File: src/rtl/hz_pkg.sv
package hz_pkg;

  typedef enum logic [2:0] {
    CLS_NOP   = 3'd0,
    CLS_ALU   = 3'd1,
    CLS_LADR  = 3'd2,
    CLS_LOAD  = 3'd3,
    CLS_STORE = 3'd4,
    CLS_BR    = 3'd5,
    CLS_BRL   = 3'd6,
    CLS_RSVD  = 3'd7
  } op_cls_e;

  typedef enum logic [1:0] {
    SEL_OWN = 2'd0,
    SEL_Z4  = 2'd1,
    SEL_Z5  = 2'd2
  } fwd_sel_e;

  localparam int NUM_SRC = 2;

  // class writes its destination register at writeback
  function automatic logic writes_reg(op_cls_e c);
    return (c == CLS_ALU) || (c == CLS_LADR) || (c == CLS_LOAD) || (c == CLS_BRL);
  endfunction

  // class whose result already sits in the stage-4 register
  function automatic logic early_result(op_cls_e c);
    return (c == CLS_ALU) || (c == CLS_LADR) || (c == CLS_BRL);
  endfunction

  // class reads its first source field
  function automatic logic reads_src(op_cls_e c);
    return (c != CLS_NOP) && (c != CLS_RSVD);
  endfunction

  function automatic logic is_branch(op_cls_e c);
    return (c == CLS_BR) || (c == CLS_BRL);
  endfunction

endpackage

File: src/rtl/hz_src_match.sv
module hz_src_match
  import hz_pkg::*;
#(
  parameter int REG_W = 5
) (
  input  logic             src_used,
  input  logic [REG_W-1:0] src_idx,
  input  logic             z4_en,
  input  logic [REG_W-1:0] z4_ra,
  input  logic             z5_en,
  input  logic [REG_W-1:0] z5_ra,
  output logic [1:0]       sel
);

  logic hit4, hit5;

  assign hit4 = src_used && z4_en && (z4_ra == src_idx);
  assign hit5 = src_used && z5_en && (z5_ra == src_idx);

  // younger stage-4 result wins over stage-5
  always_comb begin
    sel = SEL_OWN;
    if (hit4)      sel = SEL_Z4;
    else if (hit5) sel = SEL_Z5;
  end

endmodule

File: src/rtl/hz_stall_detect.sv
module hz_stall_detect
  import hz_pkg::*;
#(
  parameter int REG_W = 5
) (
  input  logic             s2_valid,
  input  logic [2:0]       s2_cls,
  input  logic [REG_W-1:0] s2_rb,
  input  logic [REG_W-1:0] s2_rc,
  input  logic             s2_imm,
  input  logic             s3_valid,
  input  logic [2:0]       s3_cls,
  input  logic [REG_W-1:0] s3_ra,
  input  logic             s4_valid,
  input  logic [2:0]       s4_cls,
  input  logic [REG_W-1:0] s4_ra,
  output logic             stall
);

  op_cls_e c2, c3, c4;
  logic rb_rd, rc_rd;
  logic s3_ld, s3_early, s4_ld;
  logic load_use, br_tgt;

  assign c2 = op_cls_e'(s2_cls);
  assign c3 = op_cls_e'(s3_cls);
  assign c4 = op_cls_e'(s4_cls);

  assign rb_rd    = s2_valid && reads_src(c2);
  assign rc_rd    = rb_rd && !s2_imm;
  assign s3_ld    = s3_valid && (c3 == CLS_LOAD);
  assign s3_early = s3_valid && ((c3 == CLS_ALU) || (c3 == CLS_LADR));
  assign s4_ld    = s4_valid && (c4 == CLS_LOAD);

  // loaded data appears only at the end of stage 4
  assign load_use = s3_ld && ((rb_rd && (s3_ra == s2_rb)) ||
                              (rc_rd && (s3_ra == s2_rc)));

  // branch target is consumed in stage 2, beyond forwarding reach
  assign br_tgt = s2_valid && is_branch(c2) &&
                  ((((s3_early || s3_ld) && (s3_ra == s2_rb))) ||
                   (s4_ld && (s4_ra == s2_rb)));

  assign stall = load_use || br_tgt;

endmodule

File: src/rtl/hz_unit.sv
module hz_unit
  import hz_pkg::*;
#(
  parameter int REG_W = 5
) (
  input  logic             s2_valid,
  input  logic [2:0]       s2_cls,
  input  logic [REG_W-1:0] s2_rb,
  input  logic [REG_W-1:0] s2_rc,
  input  logic             s2_imm,
  input  logic             s3_valid,
  input  logic [2:0]       s3_cls,
  input  logic [REG_W-1:0] s3_ra,
  input  logic [REG_W-1:0] s3_rb,
  input  logic [REG_W-1:0] s3_rc,
  input  logic             s3_imm,
  input  logic             s4_valid,
  input  logic [2:0]       s4_cls,
  input  logic [REG_W-1:0] s4_ra,
  input  logic             s5_valid,
  input  logic [2:0]       s5_cls,
  input  logic [REG_W-1:0] s5_ra,
  output logic [1:0]       fwd_x_sel,
  output logic [1:0]       fwd_y_sel,
  output logic             pause,
  output logic             insert_nop
);

  logic z4_en, z5_en, s3_reads;
  logic             src_used [NUM_SRC];
  logic [REG_W-1:0] src_idx  [NUM_SRC];
  logic [1:0]       src_sel  [NUM_SRC];
  logic             stall;

  // stage-3 destination is not a forwarding source; s3_ra feeds only the stall path
  assign z4_en    = s4_valid && early_result(op_cls_e'(s4_cls));
  assign z5_en    = s5_valid && writes_reg(op_cls_e'(s5_cls));
  assign s3_reads = s3_valid && reads_src(op_cls_e'(s3_cls));

  assign src_used[0] = s3_reads;
  assign src_idx[0]  = s3_rb;
  assign src_used[1] = s3_reads && !s3_imm;
  assign src_idx[1]  = s3_rc;

  for (genvar i = 0; i < NUM_SRC; i++) begin : g_src
    hz_src_match #(.REG_W(REG_W)) u_match (
      .src_used (src_used[i]),
      .src_idx  (src_idx[i]),
      .z4_en    (z4_en),
      .z4_ra    (s4_ra),
      .z5_en    (z5_en),
      .z5_ra    (s5_ra),
      .sel      (src_sel[i])
    );
  end

  hz_stall_detect #(.REG_W(REG_W)) u_stall (
    .s2_valid (s2_valid),
    .s2_cls   (s2_cls),
    .s2_rb    (s2_rb),
    .s2_rc    (s2_rc),
    .s2_imm   (s2_imm),
    .s3_valid (s3_valid),
    .s3_cls   (s3_cls),
    .s3_ra    (s3_ra),
    .s4_valid (s4_valid),
    .s4_cls   (s4_cls),
    .s4_ra    (s4_ra),
    .stall    (stall)
  );

  assign fwd_x_sel  = src_sel[0];
  assign fwd_y_sel  = src_sel[1];
  assign pause      = stall;
  assign insert_nop = stall;

endmodule

File: config.mk
export PLATFORM = sky130hd
export DESIGN_NAME = hz_unit
export DESIGN_NICKNAME = d
export VERILOG_FILES = /design/src/rtl/hz_pkg.sv /design/src/rtl/hz_src_match.sv /design/src/rtl/hz_stall_detect.sv /design/src/rtl/hz_unit.sv
export SDC_FILE = /design/constraint.sdc
export NUM_CORES = 1
export LEC_CHECK = 0
export ABC_AREA = 1
export BUFFER_PORTS_ARGS = -buffer_cell sky130_fd_sc_hd__buf_2
export CORE_ASPECT_RATIO = 1.2
export CORE_MARGIN = 5
export CORE_UTILIZATION = 40
export DETAILED_ROUTE_END_ITERATION = 12
export PLACE_DENSITY = 0.78
export SYNTH_ARGS = -nofsm -noshare
export SYNTH_HDL_FRONTEND = slang
export SYNTH_HIERARCHICAL = 1
export SYNTH_SLANG_ARGS = --single-unit
File: constraint.sdc
create_clock -name vclk -period 1.8
set_clock_uncertainty 0.2 [all_clocks]
set_input_delay 0.09 -clock vclk [all_inputs]
set_output_delay 0.09 -clock vclk [all_outputs]
set_load 0.005 [all_outputs]
==> impl_metrics.py <==
metrics = {
    "run": {
        "drv_cap": 0,
    },
    "pwr": {
        "clkPwrFrac_pct": 0,
        "p_per_area_mw_per_mm2": 182,
        "p_leak_nw": 0.833,
        "p_sw_share_pct": 53.9,
        "combPwrFrac_pct": 100.0,
        "total_power_mw": 0.206,
        "p_int_mw": 0.0952,
        "sequentialPowerShare_pct": 0,
        "p_sw_mw": 0.111,
        "ir_drop_uv": 79.0,
    },
    "clock_tree": {
        "holdBufCountCts": 0,
        "cts_setup_buffers": 0,
        "cts_resized": 0,
    },
    "worst_setup_path": {
        "arrival_ps": 1040,
        "crit_cells": 12,
        "cp-end-kind": "output port",
        "cp-startpoint": "s3_cls[0]",
        "worstSetupStartpointType": "input port",
        "crit_chain": "buf_2 > nand3_1 > nand3_2 > nor2_2 > nand2_1 > inv_1 > nand2_1 > nor2_1 > nand2_1 > nor2_4 > nor2_1 > buf_2",
        "crit_top_cell": "nand2_1",
        "cp_max_fo": 4,
        "worstPathBufferInverterCount": 3,
        "crit_required_ps": 1510,
        "cp_top_family": "simple AND/OR/NAND/NOR gates",
        "crit_slowest_cell": "buf_2",
        "crit_path_end": "fwd_y_sel[1]",
        "crit_type": "in -> out",
        "cp_slowest_stage_delay_ps": 120,
    },
    "cells_and_area": {
        "nets": 302,
        "nFlopsAndLatches": 0,
        "final_util_pct": 55.9,
        "area_delta_synth_final_pct": 35.6,
        "layout_common_cells": "nand2_1, buf_2, inv_1",
        "regArea_sq_um": 0,
        "fin_cells": 267,
        "drive_gt1_share_pct": 25.9,
        "layout.cells.most_common": "nand2_1",
        "antenna_cells": 0,
        "nClkBuffers": 0,
    },
    "global_routing": {
        "grt_max_degree": 7,
        "antenna_found_initial": 0,
        "overflow": 0,
        "grt_pass1_vias": 983,
        "track_usage_pct": 13.4,
        "grt_pass1_wl_microns": 3420,
    },
    "yosys": {
        "postSynthAreaPerCell_sq_um": 4.38,
        "synth-compound-area-share_pct": 6.29,
        "synthMuxAreaShare_pct": 0,
        "yosys.area_share.adder_pct": 0,
        "synth_xor_xnor_area_share_pct": 9.43,
        "synth_top_family_by_area": "simple AND/OR/NAND/NOR gates",
        "synth-simple-area-share_pct": 62.3,
        "netlist.area_leader.share_pct": 35.9,
        "synth_cell_types": 15,
        "ys_warn_count": 6,
        "syn_inst": 191,
        "yosys.area.top_type": "nand2_1",
        "yosysSeqAreaShare_pct": 0,
        "syn-num-nets": 244,
        "synth_area_sq_um": 836,
        "ys_top_cells_by_area": "nand2_1, inv_1, nor2_1",
    },
    "detailed_routing": {
        "routedWlPerCell_microns": 8.10,
        "drc": 0,
        "num_vias": 1173,
        "drt_pre_antenna_iters": 4,
        "avgViaCountPerCell": 4.39,
        "drtAntennaViolNets": 0,
        "drt_iter0_markers": 11,
        "totalWireLength_microns": 2160,
    },
    "timing": {
        "slew_headroom_pct": 87.9,
        "setup_slack_ps": 471,
        "setup_viol": 0,
        "worst_slew_pin_slew_ps": 181,
        "final_max_slew_viol_count": 0,
        "final-hold-violation-count": 0,
        "period_minus_slack_ps": 1330,
        "rsz0062_at_grt": "no",
        "min_period_over_period_pct": 73.8,
        "clock.fmax_ghz": 0.753,
        "tns_ps": 0,
    },
    "placed_design": {
        "hpwlAfterDp_microns": 2030,
        "globalplace.congestion": 0.839,
        "io_buffers": 59,
        "place_ws_ps": 454,
        "dpl.cell_count": 267,
    },
    "hold_path": {
        "worstHoldStart": "s3_rc[4]",
        "hold_class": "in -> out",
    },
    "floorplanning": {
        "ios": 59,
        "core.rowCount": 18,
        "core_sq_mm": 0.00203,
        "start_util_pct": 41.2,
        "die_h_microns": 60.1,
        "die_x_microns": 51.7,
        "dieArea_sq_mm": 0.00311,
    },
    "outcome": {
        "run_status": "finished clean",
    },
}
[synthesized netlist by cell type, drive strengths merged]
library cell   n
inv           43
nor2          36
buf            3
o21ai          7
nand4          2
o211a          1
nor3b          1
nand2         80
nand3          8
xnor2          5
a21o           1
xor2           4
[through the flow]
stage                     hold slack [ps]  instance area, sq um
after global routing                  403                  1130
after global placement                394                  1130
after CTS                             395                  1130
final                                 386                  1130
after detailed placement              393                  1130
after floorplan                       187                   836
[cell type report]
type / instances / area, sq um
Fill cell: 245 / 893
Inverter: 43 / 161
Multi-Input combinational cell: 145 / 652
Tap cell: 20 / 25.0
Timing Repair Buffer: 59 / 295
[how the worst min path moves through the flow]
stage	to	slack [ps]	cells past startpoint
2_1_floorplan	fwd_x_sel[1]	190	5
3_3_place_gp	fwd_y_sel[0]	390	5
3_5_place_dp	fwd_y_sel[0]	390	5
4_1_cts	fwd_x_sel[0]	390	5
5_1_grt	fwd_x_sel[0]	400	5
6_report	fwd_y_sel[0]	390	5
[worst min-delay path: stages]
cell and delay [ps]:
buf_2 100, xnor2_1 60, nand2_1 90, nor2_4 40
buf_2 120
[power groups by stage]
stage / registers [mW] / logic, mW / clock network [mW]
after floorplan: 0 / 0.111 / 0
after global placement: 0 / 0.206 / 0
after detailed placement: 0 / 0.208 / 0
after CTS: 0 / 0.209 / 0
after global routing: 0 / 0.239 / 0
final: 0 / 0.206 / 0
[routing by layer]
layer	global-route usage, %	share of wire, %
met4	1.12	0.65
met2	27.6	48
met3	1.75	8.6
met1	14.7	43
met5	0	0
[cell families (layout without fill, tap and decap cells)]
logic type,count (synthesis),count (layout)
xor+xnor,9,9
buf+inv,46,102
compound gates,9,9
simple gates,127,127
Note: power is estimated with default switching activity, not from simulation.
